[src/rtl/tcs_pkg.sv]
package tcs_pkg;
  localparam int CODE_W = 4;
  localparam int TAP_W  = 4;

  typedef struct packed {
    logic             on;
    logic             slow;
    logic [TAP_W-1:0] tap;
  } sel_t;

  function automatic sel_t decode_code(input logic [CODE_W-1:0] code);
    sel_t s;
    logic [2:0] lo;
    lo     = code[2:0];
    s.on   = (code != '0);
    s.slow = ~code[3];
    if (code[3]) begin
      s.tap = (lo == 3'd0) ? TAP_W'(8) : TAP_W'(3'd7 - lo);
    end else if (lo >= 3'd5) begin
      s.tap = TAP_W'(3'd7 - lo);
    end else if (lo == 3'd1) begin
      s.tap = TAP_W'(8);
    end else begin
      s.tap = TAP_W'(4'd8 - {1'b0, lo});
    end
    return s;
  endfunction
endpackage

[src/rtl/tcs_prescaler.sv]
module tcs_prescaler #(
  parameter int DIV_W = 8
) (
  input  logic           clk,
  input  logic           rst,
  input  logic           adv,
  output logic [DIV_W:0] taps
);
  logic [DIV_W-1:0] cnt_q;

  always_ff @(posedge clk) begin
    if (rst)      cnt_q <= '0;
    else if (adv) cnt_q <= cnt_q + 1'b1;
  end

  assign taps[0] = adv;
  for (genvar k = 1; k <= DIV_W; k++) begin : g_tap
    assign taps[k] = adv & (&cnt_q[k-1:0]);
  end

  p_hold_idle_r8: assert property (@(posedge clk) disable iff (rst)
    !adv |=> cnt_q == $past(cnt_q));
  p_top_tap_wraps_r3: assert property (@(posedge clk) disable iff (rst)
    taps[DIV_W] |=> cnt_q == '0);
endmodule

[src/rtl/tcs_regfile.sv]
module tcs_regfile #(
  parameter int NUM_CH = 8,
  parameter int CODE_W = 4,
  parameter int DATA_W = 8,
  parameter int ADDR_W = $clog2(NUM_CH)
) (
  input  logic                          clk,
  input  logic                          rst,
  input  logic                          we,
  input  logic [ADDR_W-1:0]             addr,
  input  logic [DATA_W-1:0]             wdata,
  output logic [DATA_W-1:0]             rdata,
  output logic [NUM_CH-1:0][CODE_W-1:0] codes
);
  logic [NUM_CH-1:0][CODE_W-1:0] codes_q;
  wire in_range = (32'(addr) < NUM_CH);

  always_ff @(posedge clk) begin
    if (rst) begin
      codes_q <= '0;
      rdata   <= '0;
    end else begin
      if (we && in_range) codes_q[addr] <= wdata[CODE_W-1:0];
      rdata <= in_range ? DATA_W'(codes_q[addr]) : '0;
    end
  end

  assign codes = codes_q;

  p_rdata_upper_zero_r7: assert property (@(posedge clk) disable iff (rst)
    rdata[DATA_W-1:CODE_W] == '0);
  p_write_lands_r6: assert property (@(posedge clk) disable iff (rst)
    (we && in_range) |=> codes_q[$past(addr)] == $past(wdata[CODE_W-1:0]));
endmodule

[src/rtl/tcs_chan_mux.sv]
module tcs_chan_mux
  import tcs_pkg::*;
#(
  parameter int DIV_W = 8
) (
  input  logic              clk,
  input  logic              rst,
  input  logic [CODE_W-1:0] code,
  input  logic [DIV_W:0]    fast_taps,
  input  logic [DIV_W:0]    slow_taps,
  output logic              en_q
);
  sel_t sel;
  logic pick;

  always_comb begin
    sel  = decode_code(code);
    pick = 1'b0;
    if (sel.on) pick = sel.slow ? slow_taps[sel.tap] : fast_taps[sel.tap];
  end

  always_ff @(posedge clk) begin
    if (rst) en_q <= 1'b0;
    else     en_q <= pick;
  end

  p_off_silent_r2: assert property (@(posedge clk) disable iff (rst)
    (code == '0) |=> !en_q);
  p_fast_full_rate_r3: assert property (@(posedge clk) disable iff (rst)
    (code == '1) |=> en_q);
  p_slow_needs_tick_r4: assert property (@(posedge clk) disable iff (rst)
    (!code[CODE_W-1] && !slow_taps[0]) |=> !en_q);
endmodule

[src/rtl/tmr_clk_sel.sv]
module tmr_clk_sel
  import tcs_pkg::*;
#(
  parameter int NUM_CH = 8,
  parameter int DIV_W  = 8,
  parameter int DATA_W = 8,
  parameter int ADDR_W = $clog2(NUM_CH)
) (
  input  logic              clk,
  input  logic              rst,
  input  logic              slow_tick,
  input  logic              reg_we,
  input  logic [ADDR_W-1:0] reg_addr,
  input  logic [DATA_W-1:0] reg_wdata,
  output logic [DATA_W-1:0] reg_rdata,
  output logic [NUM_CH-1:0] cnt_en
);
  logic [DIV_W:0]                fast_taps;
  logic [DIV_W:0]                slow_taps;
  logic [NUM_CH-1:0][CODE_W-1:0] codes;

  tcs_prescaler #(.DIV_W(DIV_W)) u_fast (
    .clk(clk), .rst(rst), .adv(1'b1), .taps(fast_taps));

  tcs_prescaler #(.DIV_W(DIV_W)) u_slow (
    .clk(clk), .rst(rst), .adv(slow_tick), .taps(slow_taps));

  tcs_regfile #(.NUM_CH(NUM_CH), .CODE_W(CODE_W), .DATA_W(DATA_W),
                .ADDR_W(ADDR_W)) u_regs (
    .clk(clk), .rst(rst), .we(reg_we), .addr(reg_addr),
    .wdata(reg_wdata), .rdata(reg_rdata), .codes(codes));

  for (genvar c = 0; c < NUM_CH; c++) begin : g_ch
    tcs_chan_mux #(.DIV_W(DIV_W)) u_mux (
      .clk(clk), .rst(rst), .code(codes[c]),
      .fast_taps(fast_taps), .slow_taps(slow_taps), .en_q(cnt_en[c]));
  end

  p_reset_quiet_r1: assert property (@(posedge clk)
    rst |=> (cnt_en == '0 && reg_rdata == '0));
endmodule

[config.mk]
export PLATFORM = sky130hd
export DESIGN_NAME = tmr_clk_sel
export DESIGN_NICKNAME = d
export VERILOG_FILES = /design/src/rtl/tcs_pkg.sv /design/src/rtl/tcs_prescaler.sv /design/src/rtl/tcs_regfile.sv /design/src/rtl/tcs_chan_mux.sv /design/src/rtl/tmr_clk_sel.sv
export SDC_FILE = /design/constraint.sdc
export NUM_CORES = 1
export LEC_CHECK = 0
export BUFFER_PORTS_ARGS = -buffer_cell sky130_fd_sc_hd__buf_2
export CAP_MARGIN = 5
export CORE_MARGIN = 2
export CORE_UTILIZATION = 50
export CTS_CLUSTER_SIZE = 10
export DETAILED_ROUTE_END_ITERATION = 8
export PLACE_DENSITY = 0.68
export SLEW_MARGIN = 10
export SYNTH_ARGS = -nofsm -noshare
export SYNTH_HDL_FRONTEND = slang
export SYNTH_SLANG_ARGS = --single-unit
[constraint.sdc]
create_clock -name clk -period 2.8 [get_ports clk]
set_input_delay 0.42 -clock clk [delete_from_list [all_inputs] [get_ports clk]]
set_output_delay 0.42 -clock clk [all_outputs]
set_load 0.02 [all_outputs]
# Yosys cells after proc, flatten, opt, wreduce, memory -nomap -nowiden
# Index checks and enable logic that the tools add are counted.
dict set report totals {
  reg_bits 64
}
dict set report classes {
  n_addsub 18
  n_lt_le_gt_ge 18
  n_eq_ne 8
  mux 77
  bitwise 16
  n_reduce_logical 39
}
# op n
set ops {}
lappend ops {{4-bit two-way mux} 34}
lappend ops {{1-bit binary-select mux with 4-bit select} 16}
lappend ops {{4-bit by 5-bit < comparator with 1-bit output (second input constant)} 8}
lappend ops {{32-bit bitwise mux} 1}
lappend ops {{4-bit nonzero test} 8}
lappend ops {{3-bit by 3-bit subtractor with 4-bit output (first input constant)} 8}
lappend ops {{4-bit by 3-bit subtractor with 4-bit output (first input constant)} 8}
lappend ops {{3-bit by 1-bit equality test with 1-bit output (second input constant)} 8}
lappend ops {{3-bit greater-or-equal comparator (second input constant)} 8}
lappend ops {{3-bit zero test} 8}
lappend ops {{1-bit two-way mux} 24}
lappend ops {{8-bit by 1-bit adder with 8-bit output (second input constant)} 2}
lappend ops {{8-bit AND reduction} 2}
lappend ops {{2-bit OR reduction} 8}
lappend ops {{7-bit AND reduction} 2}
lappend ops {{4-bit binary-select mux with 3-bit select} 1}
lappend ops {{4-bit demux with 3-bit select} 1}
lappend ops {{6-bit AND reduction} 2}
lappend ops {{5-bit AND reduction} 2}
lappend ops {{1-bit AND} 8}
lappend ops {{1-bit NOT} 8}
lappend ops {{4-bit AND reduction} 2}
lappend ops {{3-bit AND reduction} 2}
lappend ops {{3-bit by 4-bit < comparator with 1-bit output (second input constant)} 1}
lappend ops {{3 further kinds} 4}

# Longest topological paths before layout
dict set report depth {
  ltp_word 7
  mapped_depth 10
  ltp_nobuf 9
}

# Modules after synthesis
# From an unflattened synthesis, not the netlist that was laid out.
dict set report unflattened {
  hier_cells 930
  area_unflattened_um2 7485.9
}
# module n_inst cells_per_inst area_per_inst_um2 seq_area_each_um2
set by_module_without_submodules {}
lappend by_module_without_submodules {{tcs_chan_mux (g_ch[2].u_mux ...)} 5 80 605.6 20.0}
lappend by_module_without_submodules {{tcs_chan_mux (g_ch[0].u_mux ...)} 3 91 618.1 20.0}
lappend by_module_without_submodules {tcs_regfile 1 152 1724.2 720.7}
lappend by_module_without_submodules {tcs_prescaler 2 52 437.9 160.2}
lappend by_module_without_submodules {tmr_clk_sel 1 1 3.8 0.0}

# Worst setup path after synthesis
# OpenSTA, ideal clock, no wires.
dict set report synth_path {
  path_type {flip-flop to flip-flop}
  startpoint {reg u_regs.codes_q, in the netlist u_regs.codes[20]}
  endpoint {reg g_ch[5].u_mux.en_q}
  setup_ns 0.120
  t_arrival_ns 2.274
  path_slack_ns 0.406
  stages_incl_launch_ff 11
  path_buffers 1
  period_less_slack_ns 2.394
  path_cell_list {dfxtp_1 clkbuf_1 or2_2 inv_1 ha_1 nor3b_1 a21oi_1 mux2i_1 a21oi_1 mux2_2 a211o_1}
}
dict set report synth_via {
  elab_chain_cells 7
}
# element line_no
set synth_rtl {}
lappend synth_rtl {{start, declared} tcs_regfile.sv:15} ;# logic [NUM_CH-1:0][CODE_W-1:0] codes_q;
lappend synth_rtl {{start signal, assigned by index} tcs_regfile.sv:23} ;# if (we && in_range) codes_q[addr] <= wdata[CODE_W-1:0];
lappend synth_rtl {{4-bit by 3-bit subtractor with 4-bit output or 3-bit by 1-bit equality test with 1-bit output (tied branches)} {tcs_pkg.sv:24, tcs_pkg.sv:21}}
lappend synth_rtl {{4-bit two-way mux} tcs_pkg.sv:21} ;# end else if (lo == 3'd1) begin
lappend synth_rtl {{4-bit two-way mux} tcs_pkg.sv:19} ;# end else if (lo >= 3'd5) begin
lappend synth_rtl {{4-bit two-way mux} tcs_pkg.sv:17} ;# if (code[3]) begin
lappend synth_rtl {{1-bit binary-select mux with 4-bit select} tcs_chan_mux.sv:19} ;# if (sel.on) pick = sel.slow ? slow_taps[sel.tap] : fast_taps[sel.tap];
lappend synth_rtl {{1-bit two-way mux (implied by the code)} tcs_chan_mux.sv:19}
lappend synth_rtl {{1-bit two-way mux} tcs_chan_mux.sv:19}
lappend synth_rtl {{end signal, assigned} tcs_chan_mux.sv:24} ;# else en_q <= pick;
lappend synth_rtl {{end, declared} tcs_chan_mux.sv:11} ;# output logic en_q
# Parallel ways exist; a longest one is shown, timed or not. The select of a mux whose other input is x is not followed.
# A chain may end at the register's enable or synchronous reset.

# Worst setup path in the final report
dict set report layout_path {
  startpoint {reg u_regs.codes_q, in the netlist u_regs.codes[8]}
  endpoint {reg g_ch[2].u_mux.en_q}
}
dict set report layout_via {
  elab_chain_cells 7
}
# element line_no
set layout_rtl {}
lappend layout_rtl {{4-bit by 3-bit subtractor with 4-bit output or 3-bit by 1-bit equality test with 1-bit output (tied branches)} {tcs_pkg.sv:24, tcs_pkg.sv:21}}
lappend layout_rtl {{4-bit two-way mux} tcs_pkg.sv:21}
lappend layout_rtl {{4-bit two-way mux} tcs_pkg.sv:19}
lappend layout_rtl {{4-bit two-way mux} tcs_pkg.sv:17}
lappend layout_rtl {{1-bit binary-select mux with 4-bit select} tcs_chan_mux.sv:19}
lappend layout_rtl {{1-bit two-way mux (implied by the code)} tcs_chan_mux.sv:19}
lappend layout_rtl {{1-bit two-way mux} tcs_chan_mux.sv:19}
lappend layout_rtl {{end signal, assigned} tcs_chan_mux.sv:24}
lappend layout_rtl {{end, declared} tcs_chan_mux.sv:11}
# Parallel ways exist; a longest one is shown, timed or not. The select of a mux whose other input is x is not followed.

==> flow_metrics.env <==
export IMPL_start_kind="flop"
export IMPL_hold_viol_final=0
export IMPL_drc=0
export IMPL_antenna_left=0
export IMPL_synth_area_top_cells="dfxtp_1 23%, mux2i_1 13%, nor2_1 5.7%"
export IMPL_clk_pin_slew_ps=80
export IMPL_synth_most_common_cell="nor2_1"
export IMPL_drv_slew=0
export IMPL_end_kind="flop"
export IMPL_crit_arrival_ps=2670
export IMPL_post_place_cells=769
export IMPL_period_share_pct=87.1
export IMPL_grt_usage_pct=27.3
export IMPL_critPathRequiredTime_ps=3030
export IMPL_synth_common_cells="81 x nor2_1, 69 x mux2i_1, 60 x dfxtp_1"
export IMPL_io_buffers=22
export IMPL_wire_per_inst_um=18.9
export IMPL_cts_setup_buffers=0
export IMPL_syn_area_per_cell_um2=8.19
export IMPL_grt_pass1_wl_um=24400
export IMPL_fmax_ghz=0.410
export IMPL_dp_hpwl_um=10700
export IMPL_yosysTopAreaCellShare_pct=22.7
export IMPL_num_vias=4909
export IMPL_async_flop_share_pct=0
export IMPL_htreeDepth=3
export IMPL_grt_overflow_total=0
export IMPL_cts_tree="yes"
export IMPL_nNetsFinal=681
export IMPL_status="complete, no violations"
export IMPL_fp_dieW_um=107
export IMPL_tns_ps=0
export IMPL_netlist_area_um2=5290
export IMPL_numClockSinks=60
export IMPL_p_total_uw=2100
export IMPL_vias_per_cell=6.25
export IMPL_antenna_found_initial=0
export IMPL_ctsResizeCount=0
export IMPL_cp_startpoint="u_regs.codes[8]"
export IMPL_insertion_delay_ps=360
export IMPL_drt_iter0_drc=463
export IMPL_synth_xor_area_share_pct=1.82
export IMPL_ys_ff_latch=60
export IMPL_ir_drop_v=0.000239
export IMPL_first_pass_iters=5
export IMPL_cap_viol_max_count=0
export IMPL_hp_class="input port to flop"
export IMPL_ys_warn_count=0
export IMPL_synth_mux_area_share_pct=18.4
export IMPL_synth_top_area_cell="dfxtp_1"
export IMPL_yosys_area_share_adder_pct=5.20
export IMPL_synth_compound_area_share_pct=19.3
export IMPL_ys_flop_type="dfxtp_1"
export IMPL_totalWireLength_um=14800
export IMPL_syn_inst=646
export IMPL_io_pins=31
export IMPL_grt_pass1_vias=4692
export IMPL_min_delay_start="reg_wdata[3]"
export IMPL_pwr_density_cell_nw_per_um2=372
export IMPL_stdcell_count=785
export IMPL_synth_edf_count=0
export IMPL_num_rows=37
export IMPL_clock_root_buffer="clkbuf_8"
export IMPL_synth_yosys_seq_area_share_pct=22.7
export IMPL_area_growth_pct=6.79
export IMPL_die_height_um=107
export IMPL_grt_max_degree=37
export IMPL_clock_skew_ps=22.3
export IMPL_diodes=0
export IMPL_cts_buffer_depth=2
export IMPL_dieArea_um2=11400
export IMPL_start_util_pct=51.5
export IMPL_p_leak_uw=0.00237
export IMPL_layout_min_cycle_time_ps=2440
export IMPL_ctsHoldBuffers=0
export IMPL_gp_congestion=0.881
export IMPL_worst_pin_slew_ps=822
export IMPL_synth_simple_area_share_pct=23.4
export IMPL_cts_buffers=9
export IMPL_layout_drive_gt1_share_pct=16.8
export IMPL_relSlewSlack_pct=45.1
export IMPL_r2r_start="u_regs.codes[8]"
export IMPL_synth_cell_types=80
export IMPL_rsz0062_at_grt="no"
export IMPL_path_class="flop to flop"
export IMPL_worstPathMaxFanout=9
export IMPL_setup_viol=0
export IMPL_core_area_um2=10300
export IMPL_synth_top_family_by_area="simple AND/OR/NAND/NOR gates"
## worst max-delay path: stages, from the launching register on
cell,delay (ps)
dfxtp_1,400
or2_2,340
inv_1,60
ha_1,160
nand2b_1,150
a21oi_1,100
a31oi_1,400
mux2i_1,240
a21oi_1,90
o32a_1,390
## path summary, 6_finish.rpt
kind	end	slack, ps	cells past startpoint
setup / recovery	g_ch[2].u_mux.en_q	360	9
hold / removal	u_regs.codes[7]	450	3
setup reg to reg	g_ch[2].u_mux.en_q	360	9
hold reg to reg	u_fast.cnt_q[7]	490	2
## final cells by class
cell class | instances | area, um2
multi-input cells | 494 | 3620
repair buffers | 56 | 365
clock buffers | 11 | 151
fillers | 973 | 4630
well taps | 136 | 170
flip-flops and latches | 60 | 1200
clock inverters | 5 | 58.8
inverters | 23 | 86.3
## report_power, final
group | switching, uW | internal (uW) | total, uW
combinational | 187 | 134 | 321
clock | 417 | 462 | 879
sequential | 27.3 | 872 | 899
## layer usage
| metal | up-vias | part of all wire (%) | global-route usage (%) | routed length, um |
|---|---|---|---|---|
| li1 | 2344 | - | - | - |
| met1 | 2347 | 43 | 36.1 | 6380 |
| met2 | 181 | 48 | 44.9 | 7050 |
| met3 | 37 | 6.3 | 3.71 | 935 |
| met4 | 0 | 3.0 | 11.2 | 448 |
| met5 | - | 0 | 0 | 0 |
## per-stage QoR
step                setup WS [ps]  instance area [um2]  util, %  hold slack [ps]
finish                        362                 5650     55.0              450
global route                  127                 5650     55.0              449
CTS                           374                 5650     55.0              432
detailed placement            399                 5440     52.9              492
global placement              430                 5440     52.9              473
floorplan                     406                 5300        -              455
## cells by family (layout without fill, tap and decap cells)
logic type,after synthesis,in the layout
xor+xnor,11,11
flops,60,60
compound gates,136,136
buf+inv,95,95
mux,87,87
simple gates,234,234
other cells,1,4
fa+ha+maj,22,22
## cells in the final DEF (no fill, tap or decap), types with 3 or more instances in the layout
cell type | Yosys | routed
a211o_1 | 7 | 7
dfxtp_1 | 60 | 60
and3_1 | 7 | 7
clkbuf_8 | 3 | 11
a21o_1 | 4 | 4
buf_2 | 9 | 22
a211oi_1 | 11 | 11
buf_4 | 15 | 34
nor2b_1 | 6 | 6
xor2_1 | 6 | 6
nor2_1 | 81 | 81
nor3b_1 | 11 | 11
a2111oi_0 | 4 | 4
o31ai_1 | 6 | 6
nand4b_1 | 4 | 4
o211a_1 | 3 | 3
o31a_1 | 4 | 4
nand2b_1 | 10 | 10
conb_1 | 1 | 4
nand2_1 | 30 | 30
or2_2 | 8 | 8
o211ai_1 | 7 | 7
a21oi_1 | 23 | 23
a22oi_1 | 6 | 6
mux4_2 | 5 | 5
nor4bb_1 | 6 | 6
inv_1 | 22 | 22
mux2i_1 | 69 | 69
nand4_1 | 7 | 7
a31oi_1 | 11 | 11
or3_1 | 4 | 4
o21ai_0 | 16 | 16
nor4_1 | 3 | 3
nor3_1 | 21 | 21
a32oi_1 | 3 | 3
ha_1 | 22 | 22
nand3b_1 | 12 | 12
mux2_2 | 10 | 10
nand3_1 | 11 | 11
xnor2_1 | 5 | 5
## sequential cells by signal (all words and copies together) (netlist names)
register         flops
u_regs.rdata         4
u_regs.codes        32
u_fast.cnt_q         8
u_slow.cnt_q         8
g_ch.u_mux.en_q      8
No activity file was read; power rests on OpenSTA's default activity.
